$ cat src/rtl/link_irq_pkg.sv
package link_irq_pkg;
  localparam int SPEED_W = 2;

  typedef struct packed {
    logic [SPEED_W-1:0] speed;
    logic               duplex;
    logic               link;
  } port_word_t;

  localparam int WORD_W = $bits(port_word_t);
endpackage

$ cat src/rtl/link_irq_port.sv
module link_irq_port
  import link_irq_pkg::*;
(
  input  logic               clk_i,
  input  logic               rst_ni,
  input  logic               link_i,
  input  logic               duplex_i,
  input  logic [SPEED_W-1:0] speed_i,
  output port_word_t         word_o,
  output logic               change_o
);
  port_word_t word_q;

  always_ff @(posedge clk_i or negedge rst_ni) begin
    if (!rst_ni) word_q <= '0;
    else         word_q <= '{speed: speed_i, duplex: duplex_i, link: link_i};
  end

  // only the link bit raises an event
  assign change_o = link_i ^ word_q.link;
  assign word_o   = word_q;
endmodule

$ cat src/rtl/link_irq_events.sv
module link_irq_events #(
  parameter int NUM_PORTS = 7
) (
  input  logic                 clk_i,
  input  logic                 rst_ni,
  input  logic [NUM_PORTS-1:0] change_i,
  input  logic                 clr_we_i,
  input  logic                 mask_we_i,
  input  logic [NUM_PORTS-1:0] wdata_i,
  output logic [NUM_PORTS-1:0] status_o,
  output logic [NUM_PORTS-1:0] mask_o,
  output logic                 irq_o
);
  logic [NUM_PORTS-1:0] status_q, mask_q, clr_bits;

  assign clr_bits = clr_we_i ? wdata_i : '0;

  always_ff @(posedge clk_i or negedge rst_ni) begin
    if (!rst_ni) begin
      status_q <= '0;
      mask_q   <= '1;
    end else begin
      status_q <= (status_q & ~clr_bits) | change_i; // set beats clear
      if (mask_we_i) mask_q <= wdata_i;
    end
  end

  assign status_o = status_q;
  assign mask_o   = mask_q;
  assign irq_o    = |(status_q & ~mask_q);
endmodule

$ cat src/rtl/link_irq_regs.sv
module link_irq_regs
  import link_irq_pkg::*;
#(
  parameter int NUM_PORTS   = 7,
  parameter int ADDR_W      = 4,
  parameter int DATA_W      = 32,
  parameter int ADDR_STATUS = 8,
  parameter int ADDR_MASK   = 9
) (
  input  logic [ADDR_W-1:0]    addr_i,
  input  port_word_t           words_i [NUM_PORTS],
  input  logic [NUM_PORTS-1:0] status_i,
  input  logic [NUM_PORTS-1:0] mask_i,
  output logic [DATA_W-1:0]    rdata_o
);
  always_comb begin
    rdata_o = '0;
    if (addr_i == ADDR_W'(ADDR_STATUS)) begin
      rdata_o[NUM_PORTS-1:0] = status_i;
    end else if (addr_i == ADDR_W'(ADDR_MASK)) begin
      rdata_o[NUM_PORTS-1:0] = mask_i;
    end else begin
      for (int i = 0; i < NUM_PORTS; i++) begin
        if (addr_i == ADDR_W'(i)) rdata_o[WORD_W-1:0] = words_i[i];
      end
    end
  end
endmodule

$ cat src/rtl/link_irq_unit.sv
module link_irq_unit
  import link_irq_pkg::*;
#(
  parameter int NUM_PORTS   = 7,
  parameter int ADDR_W      = 4,
  parameter int DATA_W      = 32,
  parameter int ADDR_STATUS = 8,
  parameter int ADDR_MASK   = 9
) (
  input  logic                         clk_i,
  input  logic                         rst_ni,
  input  logic [NUM_PORTS-1:0]         link_i,
  input  logic [NUM_PORTS-1:0]         duplex_i,
  input  logic [NUM_PORTS*SPEED_W-1:0] speed_i,
  input  logic                         reg_we_i,
  input  logic [ADDR_W-1:0]            reg_addr_i,
  input  logic [DATA_W-1:0]            reg_wdata_i,
  output logic [DATA_W-1:0]            reg_rdata_o,
  output logic                         irq_o
);
  port_word_t           port_words [NUM_PORTS];
  logic [NUM_PORTS-1:0] port_change;
  logic [NUM_PORTS-1:0] ev_status, ev_mask;
  logic                 clr_we, mask_we;
  logic                 unused_wdata;

  for (genvar p = 0; p < NUM_PORTS; p++) begin : g_port
    link_irq_port u_port (
      .clk_i    (clk_i),
      .rst_ni   (rst_ni),
      .link_i   (link_i[p]),
      .duplex_i (duplex_i[p]),
      .speed_i  (speed_i[p*SPEED_W +: SPEED_W]),
      .word_o   (port_words[p]),
      .change_o (port_change[p])
    );
  end

  assign clr_we       = reg_we_i && (reg_addr_i == ADDR_W'(ADDR_STATUS));
  assign mask_we      = reg_we_i && (reg_addr_i == ADDR_W'(ADDR_MASK));
  assign unused_wdata = ^reg_wdata_i[DATA_W-1:NUM_PORTS];

  link_irq_events #(.NUM_PORTS(NUM_PORTS)) u_events (
    .clk_i     (clk_i),
    .rst_ni    (rst_ni),
    .change_i  (port_change),
    .clr_we_i  (clr_we),
    .mask_we_i (mask_we),
    .wdata_i   (reg_wdata_i[NUM_PORTS-1:0]),
    .status_o  (ev_status),
    .mask_o    (ev_mask),
    .irq_o     (irq_o)
  );

  link_irq_regs #(
    .NUM_PORTS   (NUM_PORTS),
    .ADDR_W      (ADDR_W),
    .DATA_W      (DATA_W),
    .ADDR_STATUS (ADDR_STATUS),
    .ADDR_MASK   (ADDR_MASK)
  ) u_regs (
    .addr_i   (reg_addr_i),
    .words_i  (port_words),
    .status_i (ev_status),
    .mask_i   (ev_mask),
    .rdata_o  (reg_rdata_o)
  );
endmodule

$ cat config.mk
export PLATFORM = sky130hd
export DESIGN_NAME = link_irq_unit
export DESIGN_NICKNAME = d
export VERILOG_FILES = /design/src/rtl/link_irq_pkg.sv /design/src/rtl/link_irq_port.sv /design/src/rtl/link_irq_events.sv /design/src/rtl/link_irq_regs.sv /design/src/rtl/link_irq_unit.sv
export SDC_FILE = /design/constraint.sdc
export NUM_CORES = 1
export LEC_CHECK = 0
export BUFFER_PORTS_ARGS = -buffer_cell sky130_fd_sc_hd__buf_2
export CAP_MARGIN = 15
export CORE_MARGIN = 2
export CORE_UTILIZATION = 49
export DETAILED_ROUTE_END_ITERATION = 7
export PLACE_DENSITY = 0.85
export SLEW_MARGIN = 30
export SYNTH_ARGS = -nofsm -noshare
export SYNTH_HDL_FRONTEND = slang
export SYNTH_HIERARCHICAL = 1
export SYNTH_SLANG_ARGS = --single-unit
$ cat constraint.sdc
create_clock -name clk_i -period 3.7 [get_ports clk_i]
set_clock_uncertainty 0.2 [all_clocks]
set_input_delay 0.555 -clock clk_i [delete_from_list [all_inputs] [get_ports clk_i]]
set_output_delay 0.555 -clock clk_i [all_outputs]
set_load 0.005 [all_outputs]
==> flow_metrics.py, run 1 <==
metrics = {
    "setup_path": {
        "crit_path_top_delay_cell": "mux2_2",
        "r2r_cells": 2,
        "r2r_slack_ns": 2.67,
        "endpoint_kind": "output pin",
        "crit_chain": "buf_2 > mux2_2 > a32o_1 > o21ai_1 > o221ai_1 > buf_2",
        "crit_type": "in -> out",
        "crit_buf_inv": 2,
        "crit_family": "compound AO/OA/AOI/OAI gates",
        "worstPathRequired_ns": 2.94,
        "critPathMaxStageDelay_ns": 0.38,
        "cp_max_fo": 15,
        "setup.worst_path.start_class": "input port",
        "crit_arrival_ns": 1.84,
        "cp.depth": 6,
        "cpMostUsedCell": "buf_2",
    },
    "layout": {
        "nets": 285,
        "antenna_cells": 0,
        "final_cells": 269,
        "final_layout_size_suffix_gt1_frac": 0.374,
        "syn2layout_area_growth_pct": 13.6,
        "final_core_util": 0.577,
    },
    "global_routing": {
        "grt_antenna_before_repair": 0,
        "grt_pass1_vias": 1358,
        "grt_pass1_wl_um": 6000,
        "globalRouteOverflowTotal": 0,
        "grt_max_degree": 43,
        "grt_util_all_layers": 0.182,
    },
    "job": {
        "maxCapViolCount": 0,
    },
    "routing": {
        "firstDrtPassIters": 4,
        "drt_wl_total_um": 3630,
        "ant_nets": 0,
        "avgRoutedWirePerCell_um": 13.5,
        "via_per_inst": 4.91,
        "num_vias": 1320,
        "drtIter0Drc": 42,
        "drc": 0,
    },
    "placed_design": {
        "gp_congestion": 0.802,
        "post-place-cells": 261,
        "io_buffers": 49,
        "dp_hpwl_um": 2690,
    },
    "clock_tree": {
        "cts.htree.levels": 2,
        "worst_skew_pair.late_latency_ns": 0.29,
        "root_buffer": "clkbuf_8",
        "cts.path.max_buffers": 2,
        "cts.sinks": 42,
        "post_cts_buffers": 0,
        "hold_buffers": 0,
        "clk_pin_slew_ns": 0.08,
        "cts_buffers": 5,
        "cts_tree": "built",
        "cts_resized": 0,
    },
    "timing": {
        "worstMarginPinSlew_ns": 0.884,
        "drv_slew": 0,
        "period_needed_ns": 2.59,
        "rsz0062_at_grt": "no",
        "period_share": 0.701,
        "max-slew-margin-rel": 0.406,
        "finalSetupViolations": 0,
        "finalHoldViolations": 0,
        "fmax_mhz": 386,
        "tns_ns": 0,
    },
    "synth": {
        "ys_seq_area_frac": 0.526,
        "ys.flop_type": "dfrtp_1",
        "synth_top_area_share": 0.435,
        "synth_area_leaders": "dfrtp_1, buf_4, dfstp_2",
        "synth_warnings": 6,
        "syn_inst": 168,
        "ys_top_cells_by_count": "dfrtp_1, buf_4, mux2_2, a21oi_1",
        "yosys.area.top_type": "dfrtp_1",
        "yosysUniqueCellTypes": 33,
        "synth.most_common_cell": "dfrtp_1",
        "synthArstFlopShare": 1.00,
        "synth_area_per_cell_um2": 12.0,
        "synth_edf_count": 0,
        "synth-seq-cells": 42,
        "syn_area_um2": 2020,
    },
    "pwr": {
        "p_int_mw": 0.723,
        "combPwrFrac": 0.140,
        "seqPwrFrac": 0.550,
        "vdd_drop_max_uv": 257,
        "p_leak_nw": 1.08,
        "p_sw_mw": 0.235,
        "switching_share": 0.245,
        "p_total_mw": 0.958,
        "p_per_area_nw_per_um2": 418,
        "p_clk_frac": 0.310,
    },
    "floorplan": {
        "fp.dieArea_um2": 4640,
        "die_h_um": 68.1,
        "io-pin-count": 100,
        "die_w_um": 68.1,
        "num_rows": 23,
        "initial_core_util": 0.508,
        "core_um2": 3970,
    },
    "hold_path": {
        "holdCritPathClass": "in -> async",
    },
    "outcome": {
        "status": "finished, final reports clean",
    },
}
==> worst register-to-register path: cells and delay by family (launching register included) <==
| family | cells | cell delay [ns] |
|---|---|---|
| DFF | 1 | 0.41 |
| xor gates and xnor gates | 1 | 0.17 |
| AOI/OAI and AO/OA | 1 | 0.15 |
==> path summary, 6_finish.rpt <==
check,startpoint,to
worst max-delay path,reg_addr_i[1],reg_rdata_o[2]
worst min-delay path,rst_ni,u_events/status_o[0]
worst max register to register,g_port[1].u_port/word_o[0],u_events/status_o[1]
worst min register to register,u_events/status_o[5],u_events/status_o[5]
max in group asynchronous,rst_ni,u_events/mask_o[1]
min in group clk_i,speed_i[6],g_port[3].u_port/word_o[2]
==> final cells by class <==
class / count / area, um^2
fillers: 333 / 1680
flip-flops and latches: 42 / 1060
multi-input cells: 114 / 806
repair buffers: 49 / 248
clock buffers: 7 / 86.3
well taps: 50 / 62.6
inverters: 6 / 22.5
clock inverters: 1 / 5.00
==> registers in the layout (all words and copies together) (netlist names) <==
name	cells
g_port.u_port/word_o	28
u_events/mask_o	7
u_events/status_o	7
==> layer usage <==
metal,wire (um),vias up,track usage
li1,-,630,-
met1,1540,620,0.218
met2,1740,60,0.285
met3,252,10,0.0493
met4,92,0,0.123
met5,0,-,0
==> kinds of logic after synthesis <==
kind of cell | after synthesis | share of synthesized area
AOI/OAI and AO/OA | 34 | 0.126
xor gates and xnor gates | 7 | 0.0304
buffers and inverters | 36 | 0.119
DFF | 42 | 0.526
muxes | 18 | 0.0981
other | 1 | 0.00186
and+or+nand+nor | 30 | 0.0987
==> metrics by stage <==
step / hold slack [ns] / setup WS, ns / instance area (um^2)
CTS: 0.157 / 1.10 / 2290
detailed placement: 0.299 / 1.09 / 2200
floorplan: 0.0594 / 1.58 / 2110
finish: 0.0249 / 1.11 / 2290
global route: 0.0587 / 1.01 / 2290
global placement: 0.285 / 1.09 / 2200
==> cells in the final DEF (no fill, tap or decap), drive strengths merged, types with 6 or more instances in the layout <==
cell type | Yosys | routed
buf | 28 | 49
dfrtp | 35 | 35
conb | 1 | 25
mux2 | 11 | 11
a21oi | 8 | 8
xor2 | 7 | 7
nand2 | 7 | 7
a21o | 7 | 7
dfstp | 7 | 7
mux2i | 7 | 7
clkbuf | 2 | 7
inv | 6 | 6
==> power by group through the flow <==
stage | Combinational, mW | Clock, mW | Sequential [mW]
after floorplan | 0.101 | 0 | 0.529
after global placement | 0.130 | 0 | 0.534
after detailed placement | 0.134 | 0 | 0.536
after CTS | 0.134 | 0.303 | 0.528
after global routing | 0.152 | 0.323 | 0.532
final | 0.134 | 0.297 | 0.527
Note: power is estimated with default switching activity, not from simulation.
==> run 2, diff against run 1 <==
CORE_UTILIZATION = 45   (was 49)
PLACE_DENSITY = 0.79   (was 0.85)
clock period = 2.6 ns   (was 3.7 ns; I/O delays follow)
==> run 2 against run 1 <==
Net effect: clock-buffer cell count did not move; setup slack got worse by 0.82 ns; clock power rose by 42%; largest power group unchanged; wire length increased by 9.3%; design area rose by 9.9%; sequential power increased by 42%; highest routed layer unchanged; largest cell class unchanged; global-route usage is 0.90 points lower; sequential cell count is the same; non-clock buffer count is 23 higher.
==> flow_metrics.py, run 2 (synthesized netlist as in run 1, its figures left out) <==
metrics = {
    "timing": {
        "worstMarginPinSlew_ns": 0.501,
        "drv_slew": 0,
        "tns_ns": 0,
        "max-slew-margin-rel": 0.666,
        "fmax_mhz": 432,
        "rsz0062_at_grt": "no",
        "finalSetupViolations": 0,
        "finalHoldViolations": 0,
        "period_needed_ns": 2.31,
        "period_share": 0.889,
    },
    "clock_tree": {
        "cts_tree": "built",
        "root_buffer": "clkbuf_8",
        "cts.htree.levels": 2,
        "cts.sinks": 42,
        "cts.path.max_buffers": 2,
        "cts_buffers": 5,
        "cts_resized": 0,
        "clk_pin_slew_ns": 0.07,
        "worst_skew_pair.late_latency_ns": 0.29,
        "post_cts_buffers": 0,
    },
    "placed_design": {
        "placed_area_um2": 2210,
        "dp_hpwl_um": 2670,
        "gp_congestion": 0.753,
        "io_buffers": 49,
    },
    "setup_path": {
        "crit_path_top_delay_cell": "mux2_2",
        "critPathMaxStageDelay_ns": 0.38,
        "cpMostUsedCell": "buf_2",
        "endpoint_kind": "output pin",
        "crit_arrival_ns": 1.72,
        "worstSetupStartpoint": "reg_addr_i[1]",
        "setup.worst_path.start_class": "input port",
        "cp_max_fo": 15,
        "crit_buf_inv": 2,
        "crit_chain": "buf_2 > mux2_2 > a32o_1 > o21ai_1 > o221ai_1 > buf_2",
        "crit_family": "compound AO/OA/AOI/OAI gates",
        "worstPathRequired_ns": 2.01,
        "crit_type": "in -> out",
        "r2r-start": "g_port[2].u_port/word_o[0]",
    },
    "routing": {
        "avgRoutedWirePerCell_um": 13.5,
        "firstDrtPassIters": 4,
        "ant_nets": 0,
        "drt_wl_total_um": 3960,
        "via_per_inst": 4.78,
        "drtIter0Drc": 51,
        "num_vias": 1405,
        "drc": 0,
    },
    "global_routing": {
        "grt_pass1_vias": 1419,
        "globalRouteOverflowTotal": 0,
        "grt_antenna_before_repair": 0,
        "grt_util_all_layers": 0.173,
        "grt_max_degree": 43,
        "grt_pass1_wl_um": 6610,
    },
    "layout": {
        "antenna_cells": 0,
        "fin_area_um2": 2520,
        "mostFrequentLayoutCells": "buf_2, dfrtp_1, conb_1",
        "syn2layout_area_growth_pct": 24.9,
        "final_layout_size_suffix_gt1_frac": 0.347,
        "final_common_cell": "buf_2",
        "largest_reg_flops": 28,
        "nets": 308,
        "n_fill_cell": 350,
        "final_core_util": 0.582,
    },
    "floorplan": {
        "initial_core_util": 0.466,
        "die_h_um": 70.9,
        "io-pin-count": 100,
        "num_rows": 24,
        "core_um2": 4320,
        "die_w_um": 70.9,
        "fp.dieArea_um2": 5030,
    },
    "hold_path": {
        "min_from": "speed_i[1]",
        "holdCritPathClass": "in -> reg",
    },
    "pwr": {
        "p_leak_nw": 1.18,
        "vdd_drop_max_uv": 488,
        "p_per_area_nw_per_um2": 552,
        "p_total_mw": 1.39,
    },
    "job": {
        "maxCapViolCount": 0,
    },
    "outcome": {
        "status": "finished, final reports clean",
    },
}
==> run 2: cell types whose count changed in the layout (fill, tap and decap cells not counted) <==
| cell | previous run | this run |
|---|---|---|
| buf_4 | 1 | 3 |
| dlygate4sd3_1 | 0 | 21 |
==> run 2: what timing repair did <==
item                                   CTS  global route
endpoints found under the hold margin   19            36
hold buffers                            19             2
setup endpoints to repair                0             0
==> run 2: layer usage <==
metal | part of all wire | GRT usage
met1 | 0.43 | 0.216
met2 | 0.49 | 0.278
met3 | 0.056 | 0.0456
met4 | 0.027 | 0.0860
met5 | 0 | 0
==> run 2: stage by stage <==
stage | hold slack [ns] | setup slack (ns) | std cells
floorplan | -0.106 | 0.814 | 192
global placement | 0.286 | 0.289 | 265
detailed placement | 0.293 | 0.317 | 265
CTS | 0.00136 | 0.307 | 292
global route | 0.00813 | 0.182 | 294
finish | 0.0135 | 0.288 | 294
==> run 2: path summary, 6_finish.rpt <==
| path | endpoint | slack [ns] | cells after the start |
|---|---|---|---|
| hold / removal | g_port[0].u_port/word_o[3] | 0.01 | 1 |
| max in group asynchronous | u_events/mask_o[4] | 1.43 | 2 |
| hold reg to reg | u_events/status_o[6] | 0.31 | 1 |
| min in group asynchronous | g_port[0].u_port/word_o[0] | 0.40 | 2 |
| setup reg to reg | u_events/status_o[2] | 1.56 | 2 |
| setup / recovery | reg_rdata_o[3] | 0.29 | 6 |
==> run 2: where the power goes <==
group / internal (mW) / switching, mW / leakage, nW
combinational: 0.116 / 0.103 / 0.669
sequential: 0.721 / 0.0276 / 0.462
clock: 0.214 / 0.209 / 0.0482
==> run 2: area by class of cell <==
cell class                 instances  area, um^2  area share
tap                               52        65.1      0.0258
timing repair buffer              72         473       0.188
sequential                        42        1060       0.421
clock inverter                     1        5.00     0.00199
multi-input combinational        114         806       0.320
inverter                           6        22.5     0.00895
clock buffer                       7        86.3      0.0343
